$ cat src/rtl/ipv4_ext_pkg.sv
package ipv4_ext_pkg;

  typedef enum logic [2:0] {
    ST_IDLE,
    ST_WAIT_ET,
    ST_PARSE,
    ST_CHECK,
    ST_EMIT
  } fsm_state_t;

  typedef struct packed {
    logic clearAll;    // new frame: wipe fields, flags, accumulator
    logic etHiLoad;    // hold first type byte
    logic hdrCapture;  // header byte present at rxByte
    logic setFlags;    // latch check results
  } ctrl_strobe_t;

endpackage

$ cat src/rtl/ipv4_csum_acc.sv
module ipv4_csum_acc #(
  parameter int HDR_WORDS = 10
) (
  input  logic        clk,
  input  logic        rst,
  input  logic        clear,
  input  logic        wordEn,
  input  logic [15:0] word,
  output logic [15:0] folded
);
  localparam int EXT_W = $clog2(HDR_WORDS);
  localparam int ACC_W = 16 + EXT_W;

  logic [ACC_W-1:0] acc;
  logic [16:0]      fold1;

  always_ff @(posedge clk) begin
    if (rst || clear) acc <= '0;
    else if (wordEn)  acc <= acc + ACC_W'(word);
  end

  // Two end-around folds reach 16 bits, since the extension is narrower than 16.
  assign fold1  = {1'b0, acc[15:0]} + 17'(acc[ACC_W-1:16]);
  assign folded = fold1[15:0] + 16'(fold1[16]);


  no_overflow_chk: assert property (@(posedge clk) disable iff (rst)
    int'(acc[ACC_W-1:16]) < HDR_WORDS);

endmodule

$ cat src/rtl/ipv4_ext_dp.sv
module ipv4_ext_dp
  import ipv4_ext_pkg::*;
#(
  parameter int IDX_W     = 6,
  parameter int HDR_START = 14,
  parameter int HDR_LEN   = 20
) (
  input  logic               clk,
  input  logic               rst,
  input  ctrl_strobe_t       stb,
  input  logic [IDX_W-1:0]   byteIdx,
  input  logic [7:0]         rxByte,
  output logic               etMatch,
  output logic               allPass,
  output logic               csumOk,
  output logic               csumErr,
  output logic               verErr,
  output logic               ihlErr,
  output logic [7:0]         verIhl,
  output logic [15:0]        totLen,
  output logic [7:0]         proto,
  output logic [31:0]        srcAddr,
  output logic [31:0]        dstAddr
);
  localparam int HDR_WORDS  = HDR_LEN / 2;
  localparam int ADDR_BYTES = 4;
  localparam int OFF_VER    = 0;
  localparam int OFF_LEN    = 2;
  localparam int OFF_PROTO  = 9;
  localparam int OFF_SRC    = 12;
  localparam int OFF_DST    = OFF_SRC + ADDR_BYTES;

  logic [IDX_W-1:0] hdrOff;
  logic [7:0]       etHi;
  logic [7:0]       wordHi;
  logic [15:0]      foldedSum;
  logic             chkVer, chkIhl, chkSum;

  assign hdrOff = byteIdx - IDX_W'(HDR_START);

  always_ff @(posedge clk) begin
    if (rst) etHi <= '0;
    else if (stb.etHiLoad) etHi <= rxByte;
  end
  assign etMatch = ({etHi, rxByte} == 16'h0800);

  // Even header offsets hold the high byte of each checksum word.
  always_ff @(posedge clk) begin
    if (rst || stb.clearAll) wordHi <= '0;
    else if (stb.hdrCapture && !hdrOff[0]) wordHi <= rxByte;
  end

  ipv4_csum_acc #(.HDR_WORDS(HDR_WORDS)) csum_i (
    .clk    (clk),
    .rst    (rst),
    .clear  (stb.clearAll),
    .wordEn (stb.hdrCapture && hdrOff[0]),
    .word   ({wordHi, rxByte}),
    .folded (foldedSum)
  );

  always_ff @(posedge clk) begin
    if (rst || stb.clearAll) begin
      verIhl <= '0;
      totLen <= '0;
      proto  <= '0;
    end else if (stb.hdrCapture) begin
      if (hdrOff == IDX_W'(OFF_VER))     verIhl       <= rxByte;
      if (hdrOff == IDX_W'(OFF_LEN))     totLen[15:8] <= rxByte;
      if (hdrOff == IDX_W'(OFF_LEN + 1)) totLen[7:0]  <= rxByte;
      if (hdrOff == IDX_W'(OFF_PROTO))   proto        <= rxByte;
    end
  end

  for (genvar g = 0; g < ADDR_BYTES; g++) begin : g_addr
    logic [7:0] srcQ, dstQ;
    always_ff @(posedge clk) begin
      if (rst || stb.clearAll) begin
        srcQ <= '0;
        dstQ <= '0;
      end else if (stb.hdrCapture) begin
        if (hdrOff == IDX_W'(OFF_SRC + g)) srcQ <= rxByte;
        if (hdrOff == IDX_W'(OFF_DST + g)) dstQ <= rxByte;
      end
    end
    // Lowest index lands in the most significant byte.
    assign srcAddr[8*(ADDR_BYTES-1-g) +: 8] = srcQ;
    assign dstAddr[8*(ADDR_BYTES-1-g) +: 8] = dstQ;
  end

  assign chkVer  = (verIhl[7:4] == 4'd4);
  assign chkIhl  = (verIhl[3:0] == 4'd5);
  assign chkSum  = (foldedSum == 16'hFFFF);
  assign allPass = chkVer && chkIhl && chkSum;

  always_ff @(posedge clk) begin
    if (rst || stb.clearAll) begin
      csumOk  <= 1'b0;
      csumErr <= 1'b0;
      verErr  <= 1'b0;
      ihlErr  <= 1'b0;
    end else if (stb.setFlags) begin
      csumOk  <= chkSum;
      csumErr <= !chkSum;
      verErr  <= !chkVer;
      ihlErr  <= !chkIhl;
    end
  end


  flags_hold_chk: assert property (@(posedge clk) disable iff (rst)
    (!stb.clearAll && !stb.setFlags) |=> $stable({csumOk, csumErr, verErr, ihlErr}));


  fields_hold_chk: assert property (@(posedge clk) disable iff (rst)
    (!stb.clearAll && !stb.hdrCapture) |=> $stable({verIhl, totLen, proto, srcAddr, dstAddr}));


  csum_excl_chk: assert property (@(posedge clk) disable iff (rst)
    !(csumOk && csumErr));

endmodule

$ cat src/rtl/ipv4_ext_ctrl.sv
module ipv4_ext_ctrl
  import ipv4_ext_pkg::*;
#(
  parameter int IDX_W     = 6,
  parameter int ET_HI_IDX = 12,
  parameter int HDR_START = 14,
  parameter int HDR_LEN   = 20
) (
  input  logic             clk,
  input  logic             rst,
  input  logic             frameValid,
  input  logic [IDX_W-1:0] byteIdx,
  input  logic             etMatch,
  input  logic             allPass,
  output ctrl_strobe_t     stb,
  output logic             hdrValid
);
  localparam int ET_LO_IDX = ET_HI_IDX + 1;
  localparam int HDR_END   = HDR_START + HDR_LEN - 1;

  fsm_state_t state, nextState;
  logic inHdr;

  assign inHdr = (byteIdx >= IDX_W'(HDR_START)) && (byteIdx <= IDX_W'(HDR_END));

  always_comb begin
    nextState = state;
    stb       = '0;
    unique case (state)
      ST_IDLE: begin
        if (frameValid && byteIdx == '0) begin
          stb.clearAll = 1'b1;
          nextState    = ST_WAIT_ET;
        end
      end
      ST_WAIT_ET: begin
        if (!frameValid) nextState = ST_IDLE;
        else if (byteIdx == IDX_W'(ET_HI_IDX)) stb.etHiLoad = 1'b1;
        else if (byteIdx == IDX_W'(ET_LO_IDX)) nextState = etMatch ? ST_PARSE : ST_IDLE;
      end
      ST_PARSE: begin
        if (!frameValid) nextState = ST_IDLE;
        else if (inHdr) begin
          stb.hdrCapture = 1'b1;
          if (byteIdx == IDX_W'(HDR_END)) nextState = ST_CHECK;
        end
      end
      ST_CHECK: begin
        stb.setFlags = 1'b1;
        nextState    = allPass ? ST_EMIT : ST_IDLE;
      end
      ST_EMIT: nextState = ST_IDLE;
      default: nextState = ST_IDLE;
    endcase
  end

  always_ff @(posedge clk) begin
    if (rst) state <= ST_IDLE;
    else     state <= nextState;
  end

  assign hdrValid = (state == ST_EMIT);


  emit_one_cycle_chk: assert property (@(posedge clk) disable iff (rst)
    hdrValid |=> !hdrValid);


  emit_after_pass_chk: assert property (@(posedge clk) disable iff (rst)
    (state == ST_EMIT) |-> ($past(state) == ST_CHECK && $past(allPass)));


  parse_entry_chk: assert property (@(posedge clk) disable iff (rst)
    (state == ST_PARSE && $past(state) == ST_WAIT_ET) |-> $past(etMatch));


  abandon_chk: assert property (@(posedge clk) disable iff (rst)
    ((state == ST_WAIT_ET || state == ST_PARSE) && !frameValid) |=> (state == ST_IDLE));

endmodule

$ cat src/rtl/ipv4_hdr_extract.sv
module ipv4_hdr_extract
  import ipv4_ext_pkg::*;
#(
  parameter int IDX_W     = 6,
  parameter int ET_HI_IDX = 12,
  parameter int HDR_START = 14,
  parameter int HDR_LEN   = 20
) (
  input  logic             clk,
  input  logic             rst,
  input  logic             frameValid,
  input  logic [IDX_W-1:0] byteIdx,
  input  logic [7:0]       rxByte,
  output logic             hdrValid,
  output logic             csumOk,
  output logic             csumErr,
  output logic             verErr,
  output logic             ihlErr,
  output logic [7:0]       verIhl,
  output logic [15:0]      totLen,
  output logic [7:0]       proto,
  output logic [31:0]      srcAddr,
  output logic [31:0]      dstAddr
);
  ctrl_strobe_t stb;
  logic etMatch, allPass;

  ipv4_ext_ctrl #(
    .IDX_W(IDX_W), .ET_HI_IDX(ET_HI_IDX), .HDR_START(HDR_START), .HDR_LEN(HDR_LEN)
  ) ctrl_i (
    .clk        (clk),
    .rst        (rst),
    .frameValid (frameValid),
    .byteIdx    (byteIdx),
    .etMatch    (etMatch),
    .allPass    (allPass),
    .stb        (stb),
    .hdrValid   (hdrValid)
  );

  ipv4_ext_dp #(
    .IDX_W(IDX_W), .HDR_START(HDR_START), .HDR_LEN(HDR_LEN)
  ) dp_i (
    .clk     (clk),
    .rst     (rst),
    .stb     (stb),
    .byteIdx (byteIdx),
    .rxByte  (rxByte),
    .etMatch (etMatch),
    .allPass (allPass),
    .csumOk  (csumOk),
    .csumErr (csumErr),
    .verErr  (verErr),
    .ihlErr  (ihlErr),
    .verIhl  (verIhl),
    .totLen  (totLen),
    .proto   (proto),
    .srcAddr (srcAddr),
    .dstAddr (dstAddr)
  );


  pulse_clean_chk: assert property (@(posedge clk) disable iff (rst)
    hdrValid |-> (csumOk && !csumErr && !verErr && !ihlErr));

endmodule

$ cat config.mk
export PLATFORM = sky130hd
export DESIGN_NAME = ipv4_hdr_extract
export DESIGN_NICKNAME = d
export VERILOG_FILES = /design/src/rtl/ipv4_ext_pkg.sv /design/src/rtl/ipv4_csum_acc.sv /design/src/rtl/ipv4_ext_dp.sv /design/src/rtl/ipv4_ext_ctrl.sv /design/src/rtl/ipv4_hdr_extract.sv
export SDC_FILE = /design/constraint.sdc
export NUM_CORES = 1
export LEC_CHECK = 0
export ABC_AREA = 1
export BUFFER_PORTS_ARGS = -buffer_cell sky130_fd_sc_hd__buf_2
export CAP_MARGIN = 20
export CORE_ASPECT_RATIO = 1.75
export CORE_MARGIN = 4
export CORE_UTILIZATION = 58
export CTS_BUF_LIST = sky130_fd_sc_hd__clkbuf_2 sky130_fd_sc_hd__clkbuf_4 sky130_fd_sc_hd__clkbuf_8
export CTS_CLUSTER_SIZE = 40
export DETAILED_ROUTE_END_ITERATION = 10
export PLACE_DENSITY_LB_ADDON = 0.1
export SLEW_MARGIN = 20
export SYNTH_ARGS = -nofsm -noshare
export SYNTH_HDL_FRONTEND = slang
export SYNTH_SLANG_ARGS = --single-unit
$ cat constraint.sdc
create_clock -name clk -period 4.1 [get_ports clk]
set_input_delay 0 -clock clk [delete_from_list [all_inputs] [get_ports clk]]
set_output_delay 0 -clock clk [all_outputs]
set_load 0.02 [all_outputs]
==> results of run 1 <==
-- layout make-up --
| class | instances | area (um2) | area share, % |
|---|---|---|---|
| multi-input combinational | 619 | 3290 | 42.0 |
| sequential | 139 | 2780 | 35.6 |
| timing repair buffer | 127 | 691 | 8.82 |
| inverter | 130 | 488 | 6.24 |
| clock buffer | 17 | 234 | 2.99 |
| clock inverter | 15 | 178 | 2.27 |
| tap | 132 | 165 | 2.11 |
-- worst register-to-register path: cells and delay by family, from the launching register on --
kind	cells	cell delay, ns
buf+inv	1	0.07
simple gates	15	1.58
flops	1	0.42
fa+ha+maj	4	0.99
compound gates	2	0.23
-- power by group through the flow --
stage | sequential (mW) | clock [mW] | combinational (mW)
CTS | 1.35 | 1.14 | 0.122
finish | 1.35 | 1.13 | 0.123
global placement | 1.38 | 0 | 0.116
floorplan | 1.38 | 0 | 0.0736
global route | 1.35 | 1.20 | 0.134
detailed placement | 1.38 | 0 | 0.116
-- placed cells by master, fill, tap and decap left out, types with 3 or more instances in the layout --
cell type / synthesis / layout
a211oi_1: 9 / 9
nor2_1: 60 / 60
dfxtp_1: 139 / 139
nand3b_1: 3 / 3
o21ai_0: 116 / 116
xor2_1: 8 / 8
or2_2: 3 / 3
nand2_1: 137 / 137
clkinv_4: 0 / 3
nor3_1: 5 / 5
xnor2_1: 8 / 8
nand2_2: 4 / 4
o21ai_1: 7 / 7
nor4_1: 5 / 5
buf_2: 5 / 117
nor2_4: 5 / 5
dlygate4sd3_1: 0 / 7
nand3_1: 56 / 56
a21oi_1: 142 / 141
inv_1: 128 / 128
clkbuf_8: 0 / 17
ha_1: 23 / 23
inv_8: 0 / 5
nand4_1: 9 / 9
-- worst max path at each step --
stage,start,end,slack [ns],cells past startpoint
2_1_floorplan,dp_i.csum_i.acc[16],dp_i.csumOk,1.21,22
5_1_grt,dp_i.csum_i.acc[16],dp_i.csumOk,0.24,22
3_3_place_gp,dp_i.csum_i.acc[16],dp_i.csumOk,0.88,22
6_report,dp_i.csum_i.acc[16],dp_i.csumOk,0.73,22
4_1_cts,dp_i.csum_i.acc[16],dp_i.csumOk,0.73,22
3_5_place_dp,dp_i.csum_i.acc[16],dp_i.csumOk,0.75,22
-- cell families after synthesis --
logic type | count (synthesis) | share of synthesized area [%]
buffers and inverters | 172 | 10.2
flip-flops | 139 | 41.3
AND/OR/NAND/NOR | 293 | 19.6
XOR/XNOR | 16 | 2.08
AO/OA/AOI/OAI | 285 | 22.0
adder cells (fa/ha/maj) | 25 | 4.86
-- per-layer routing --
metal	wire length [um]	vias up	part of all wire [%]
li1	-	3293	-
met3	961	67	4.8
met4	953	0	4.8
met5	0	-	0
met1	7380	3026	37
met2	10600	168	53
-- sequential cells by signal (all words and copies together) (netlist names), 3 cells and up --
register / cells
dp_i.g_addr.srcQ: 32
dp_i.etHi: 8
dp_i.wordHi: 8
dp_i.verIhl: 8
dp_i.csum_i.acc: 20
dp_i.g_addr.dstQ: 32
ctrl_i.state: 3
dp_i.totLen: 16
dp_i.proto: 8
-- what timing repair did --
action,4_1_cts,5_1_grt
hold endpoints to repair,17,0
resized for setup,0,0
hold buffers,7,0
==> results.sh, run 1 <==
export IMPL_intPower_mw=1.90
export IMPL_fillers=1032
export IMPL_die_area_um2=13500
export IMPL_hold_viol_final=0
export IMPL_routedWlPerCell_um=16.9
export IMPL_area_growth_pct=16.0
export IMPL_die_y_um=151
export IMPL_core_um2=11200
export IMPL_maxSlewHeadroom_pct=49.6
export IMPL_clk_pin_slew_ns=0.08
export IMPL_fp_dieW_um=89.5
export IMPL_grt_setup_unrepaired="false"
export IMPL_synth_common_cells="142 x a21oi_1, 139 x dfxtp_1, 137 x nand2_1, 128 x inv_1, 116 x o21ai_0"
export IMPL_critical_path_max_stage_delay_ns=0.42
export IMPL_worstHoldStart="rxByte[6]"
export IMPL_cap_violations=0
export IMPL_final_cells=1179
export IMPL_ys_ff_latch=139
export IMPL_grtUsageMet3_pct=7.28
export IMPL_clockRootBuffer="clkbuf_8"
export IMPL_final_util_pct=69.7
export IMPL_critPathLaunchType="flip-flop"
export IMPL_antenna_cells=0
export IMPL_grt_usage_pct=30.9
export IMPL_antenna_found_initial=0
export IMPL_hold_depth=3
export IMPL_dpl_cell_area_um2=7340
export IMPL_cp_max_fo=6
export IMPL_slowest_stage="dfxtp_1"
export IMPL_seqPwrFrac_pct=51.8
export IMPL_grt_overflow=0
export IMPL_clock_latency_ns=0.45
export IMPL_routed_wl_um=19900
export IMPL_dr_first_iter_drc_count=327
export IMPL_tightestPinTransition_ns=0.755
export IMPL_reg2reg_slack_ns=0.73
export IMPL_io_buffers=117
export IMPL_setup_viol=0
export IMPL_hp_class="in -> reg"
export IMPL_synth_warnings=0
export IMPL_p_clk_share_pct=43.4
export IMPL_grt_pass1_wl_um=31700
export IMPL_fin_setup_tns_ns=0
export IMPL_finalClockSkew_ns=0.0117
export IMPL_synth_async_reset_ratio_pct=0
export IMPL_avgSynthCellArea_um2=7.25
export IMPL_cp_arrival_ns=3.74
export IMPL_ir_worst_vdd_mv=0.285
export IMPL_yosysSeqAreaShare_pct=41.3
export IMPL_drive_above_1_share_pct=16.4
export IMPL_finalWorstSetupSlack_ns=0.728
export IMPL_max_freq_mhz=297
export IMPL_nNetsFinal=1076
export IMPL_netlist_area_um2=6750
export IMPL_grt_pass1_vias=6407
export IMPL_synth_fp_nets=972
export IMPL_drcViolationCount=0
export IMPL_cts_sinks=139
export IMPL_drt_antenna_violating_nets=0
export IMPL_synth_top_area_share_pct=41.3
export IMPL_outcome="completed"
export IMPL_power_density_nw_per_um2=332
export IMPL_dp_slack_ns=0.747
export IMPL_gp_congestion=0.986
export IMPL_critical_path_top_delay_family="simple AND/OR/NAND/NOR gates"
export IMPL_power_mw=2.60
export IMPL_final_cell_area_um2=7830
export IMPL_use_met2_pct=55.5
export IMPL_required_ns=4.47
export IMPL_p_leak_nw=3.54
export IMPL_cp_common_cell="nor2_1"
export IMPL_reg2reg_to="dp_i.csumOk"
export IMPL_endpoint_kind="flip-flop"
export IMPL_synth_distinct_cells=39
export IMPL_path_buf_inv=1
export IMPL_crit_chain="ha_1 -> inv_1 -> fa_1 -> nor2_1 -> nor2_1 -> nor2_1 -> nand2_1 -> nor3_1 -> ha_1 -> ha_1 -> nand3_1 -> nor2_1 -> o21ai_0 -> nor2_1 -> nand2_1 -> nor2_1 -> nand3_1 -> nor2_1 -> nand3_1 -> nor2_1 -> nand2_1 -> a21oi_1"
export IMPL_synthFlopType="dfxtp_1"
export IMPL_post_cts_buffers=0
export IMPL_numCtsBuffers=17
export IMPL_swShare_pct=27.1
export IMPL_synth_largest_area_cell="dfxtp_1"
export IMPL_r2r_start="dp_i.csum_i.acc[16]"
export IMPL_dpl_cell_count=1140
export IMPL_min_period_ns=3.37
export IMPL_via_count=6554
export IMPL_cts_buffer_depth=2
export IMPL_hold_ws_ns=0.0239
export IMPL_ff2ff_path_depth=22
export IMPL_synth_edff_count=0
export IMPL_ios=118
export IMPL_crit_type="reg -> reg"
export IMPL_finalMaxSlewViolations=0
export IMPL_use_met1_pct=31.9
export IMPL_rows=51
export IMPL_tritoncts="yes"
export IMPL_fin_crit_sh_pct=82.3
export IMPL_start_util_pct=60.1
export IMPL_syn_inst=930
export IMPL_cts_max_level=4
export IMPL_yosys_cell_count_top_type="a21oi_1"
export IMPL_p_comb_share_pct=4.7
export IMPL_synth_area_top_cells="dfxtp_1 41%, a21oi_1 11%, o21ai_0 8.6%"
export IMPL_dp_hpwl_um=14700
export IMPL_avgViaCountPerCell=5.56
export IMPL_p_sw_mw=0.706
export IMPL_min_to="dp_i.wordHi[6]"
export IMPL_top_usage_layer="met2"
export IMPL_grt_max_degree=88
export IMPL_drt_first_pass_iters=5
Note: power is estimated with default switching activity, not from simulation.
==> run 2: changes to the inputs <==
--- a/config.mk
+++ b/config.mk
@@ -10,7 +10,7 @@
 export CAP_MARGIN = 20
 export CORE_ASPECT_RATIO = 1.75
 export CORE_MARGIN = 4
-export CORE_UTILIZATION = 58
+export CORE_UTILIZATION = 53
 export CTS_BUF_LIST = sky130_fd_sc_hd__clkbuf_2 sky130_fd_sc_hd__clkbuf_4 sky130_fd_sc_hd__clkbuf_8
 export CTS_CLUSTER_SIZE = 40
 export DETAILED_ROUTE_END_ITERATION = 10
==> constraint.sdc (replaced) <==
create_clock -name clk -period 2.9 [get_ports clk]
set_input_delay 0 -clock clk [delete_from_list [all_inputs] [get_ports clk]]
set_output_delay 0 -clock clk [all_outputs]
set_load 0.02 [all_outputs]
==> run 2 against run 1 <==
  * The flow now finishes with violations (negative setup slack)
  * Utilization down 4.0 points
  * Total power up 49%
  * Flip-flop and latch count stayed put
  * Die area rose by 8.7%
  * Clock skew increased by 0.0028 ns
  * Register-to-register slack got worse by 0.76 ns
  * Critical endpoint unchanged
  * Largest cell class unchanged
  * Largest power group unchanged
  * Highest routed layer unchanged
==> results.sh, run 2 (same netlist as run 1, synthesis figures left out) <==
export IMPL_outcome="finished, violations left"
export IMPL_violations="negative setup slack"
export IMPL_r2r_start="dp_i.csum_i.acc[0]"
export IMPL_final_cells=1245
export IMPL_tightestPinTransition_ns=0.875
export IMPL_critical_path_top_delay_family="simple AND/OR/NAND/NOR gates"
export IMPL_clock_latency_ns=0.44
export IMPL_hold_viol_final=0
export IMPL_fin_setup_tns_ns=-0.0362
export IMPL_critical_path_max_stage_delay_ns=0.36
export IMPL_ios=118
export IMPL_drt_first_pass_iters=5
export IMPL_p_leak_nw=3.73
export IMPL_routedWlPerCell_um=16.2
export IMPL_cts_sinks=139
export IMPL_clk_pin_slew_ns=0.08
export IMPL_p_comb_share_pct=4.6
export IMPL_final_cell_mix="140 x a21oi_1, 137 x dfxtp_1, 136 x nand2_1"
export IMPL_drcViolationCount=0
export IMPL_fp_dieW_um=93.3
export IMPL_core_um2=12500
export IMPL_power_density_nw_per_um2=471
export IMPL_hold_ws_ns=0.0264
export IMPL_drt_antenna_violating_nets=0
export IMPL_crit_type="reg -> reg"
export IMPL_max_freq_mhz=341
export IMPL_grt_overflow=0
export IMPL_swShare_pct=24.5
export IMPL_mostFrequentLayoutCell="a21oi_1"
export IMPL_slowest_stage="dfxtp_2"
export IMPL_p_sw_mw=0.948
export IMPL_cp_max_fo=3
export IMPL_seqPwrFrac_pct=49.3
export IMPL_dp_hpwl_um=15100
export IMPL_fillers=1146
export IMPL_antenna_cells=0
export IMPL_io_buffers=117
export IMPL_gp_congestion=0.960
export IMPL_reg2reg_slack_ns=-0.04
export IMPL_dr_first_iter_drc_count=337
export IMPL_die_y_um=157
export IMPL_cts_buffer_depth=2
export IMPL_seqCellArea_um2=2790
export IMPL_hold_depth=3
export IMPL_area_growth_pct=21.7
export IMPL_rows=54
export IMPL_die_area_um2=14700
export IMPL_drive_above_1_share_pct=20.9
export IMPL_hp_class="in -> reg"
export IMPL_endpoint_kind="flip-flop"
export IMPL_maxSlewHeadroom_pct=41.2
export IMPL_multi_input_area_um2=3370
export IMPL_ff2ff_path_depth=20
export IMPL_intPower_mw=2.92
export IMPL_power_mw=3.87
export IMPL_finalWorstSetupSlack_ns=-0.0362
export IMPL_via_count=6540
export IMPL_grt_pass1_wl_um=31700
export IMPL_crit_path_end="dp_i.csumOk"
export IMPL_cap_violations=0
export IMPL_critPathLaunchType="flip-flop"
export IMPL_grt_usage_pct=28.0
export IMPL_grt_max_degree=113
export IMPL_cp_startpoint="dp_i.csum_i.acc[0]"
export IMPL_antenna_found_initial=0
export IMPL_numCtsBuffers=17
export IMPL_dpl_cell_count=1204
export IMPL_grt_setup_unrepaired="true"
export IMPL_finalMaxSlewViolations=0
export IMPL_start_util_pct=54.0
export IMPL_required_ns=3.27
export IMPL_cts_max_level=4
export IMPL_finalClockSkew_ns=0.0145
export IMPL_dp_slack_ns=-0.247
export IMPL_fin_crit_sh_pct=101
export IMPL_nNetsFinal=1106
export IMPL_setup_viol=1
export IMPL_crit_chain="ha_4 -> inv_2 -> fa_2 -> nor2_2 -> nor2_2 -> nor2_2 -> nand2_1 -> buf_4 -> buf_4 -> buf_4 -> buf_4 -> buf_4 -> buf_4 -> o21bai_1 -> nand3_1 -> nor2_1 -> nand3_2 -> nor2_4 -> nand2_1 -> a21oi_2"
export IMPL_cp_common_cell="buf_4"
export IMPL_grt_pass1_vias=6340
export IMPL_cp_depth=20
export IMPL_largestRegisters="dp_i.g_addr.dstQ (32), dp_i.g_addr.srcQ (32), dp_i.csum_i.acc (20)"
export IMPL_path_buf_inv=7
export IMPL_routed_wl_um=20100
export IMPL_p_clk_share_pct=46.1
export IMPL_cp_arrival_ns=3.30
export IMPL_min_period_ns=2.94
export IMPL_clockRootBuffer="clkbuf_8"
export IMPL_tritoncts="yes"
export IMPL_reg2reg_to="dp_i.csumOk"
export IMPL_ir_worst_vdd_mv=0.383
export IMPL_worstHoldStart="rxByte[6]"
export IMPL_avgViaCountPerCell=5.25
## run 2: cell count changes in the layout (fill, tap and decap cells not counted), moves of 4 or more
cell,previous run,this run
buf_4,2,35
nor2_1,60,54
inv_8,5,1
dlygate4sd3_1,7,3
nor2_2,0,4
## run 2: worst min-delay path by stage
stage	end	slack, ns
6_report	dp_i.wordHi[6]	0.03
2_1_floorplan	dp_i.etHi[0]	0.08
5_1_grt	dp_i.wordHi[6]	0.002
3_5_place_dp	ctrl_i.state[0]	0.37
4_1_cts	dp_i.wordHi[6]	0.01
3_3_place_gp	ctrl_i.state[2]	0.35
## run 2: final cells by class
| type | instances | area share (%) |
|---|---|---|
| Inverter | 130 | 5.94 |
| Multi-Input combinational cell | 619 | 41.0 |
| Clock buffer | 18 | 2.94 |
| Timing Repair Buffer | 157 | 11.1 |
| Clock inverter | 14 | 2.51 |
| Sequential cell | 139 | 33.9 |
| Tap cell | 168 | 2.56 |
## run 2: power groups by stage
stage	Combinational (mW)	Sequential [mW]	Clock, mW
finish	0.178	1.91	1.79
global route	0.195	1.91	1.89
CTS	0.177	1.91	1.81
detailed placement	0.174	1.95	0
global placement	0.172	1.95	0
floorplan	0.104	1.95	0
## run 2: layer usage
metal | global-route usage [%] | share of wire [%]
met5 | 0 | 0
met4 | 18.8 | 6.1
met3 | 5.60 | 4.4
met2 | 52.3 | 53
met1 | 27.1 | 36
## run 2: what timing repair did
item | 4_1_cts | 5_1_grt
setup buffers | 6 | 0
setup endpoints to repair | 3 | 3
pin swaps | 3 | 5
hold endpoints to repair | 13 | 0
hold buffers | 3 | 0
resized for setup | 10 | 16
## run 2: worst reg2reg max path, stage by stage (launching register included)
cell      delay (ns)
dfxtp_2         0.36
ha_4            0.14
inv_2           0.03
fa_2            0.36
nor2_2          0.13
nor2_2          0.05
nor2_2          0.11
nand2_1         0.09
buf_4           0.14
buf_4           0.12
buf_4           0.12
buf_4           0.12
buf_4           0.12
buf_4           0.12
o21bai_1        0.17
nand3_1         0.11
nor2_1          0.13
nand3_2         0.12
nor2_4          0.15
nand2_1         0.07
a21oi_2         0.11
## run 2: per-stage QoR
| step | util [%] | cell area [um2] |
|---|---|---|
| 4_1_cts | 65.2 | 8150 |
| 3_3_place_gp | 60.8 | 7600 |
| 2_1_floorplan | - | 6750 |
| 5_1_grt | 65.7 | 8210 |
| 3_5_place_dp | 60.8 | 7600 |
| 6_report | 65.7 | 8210 |
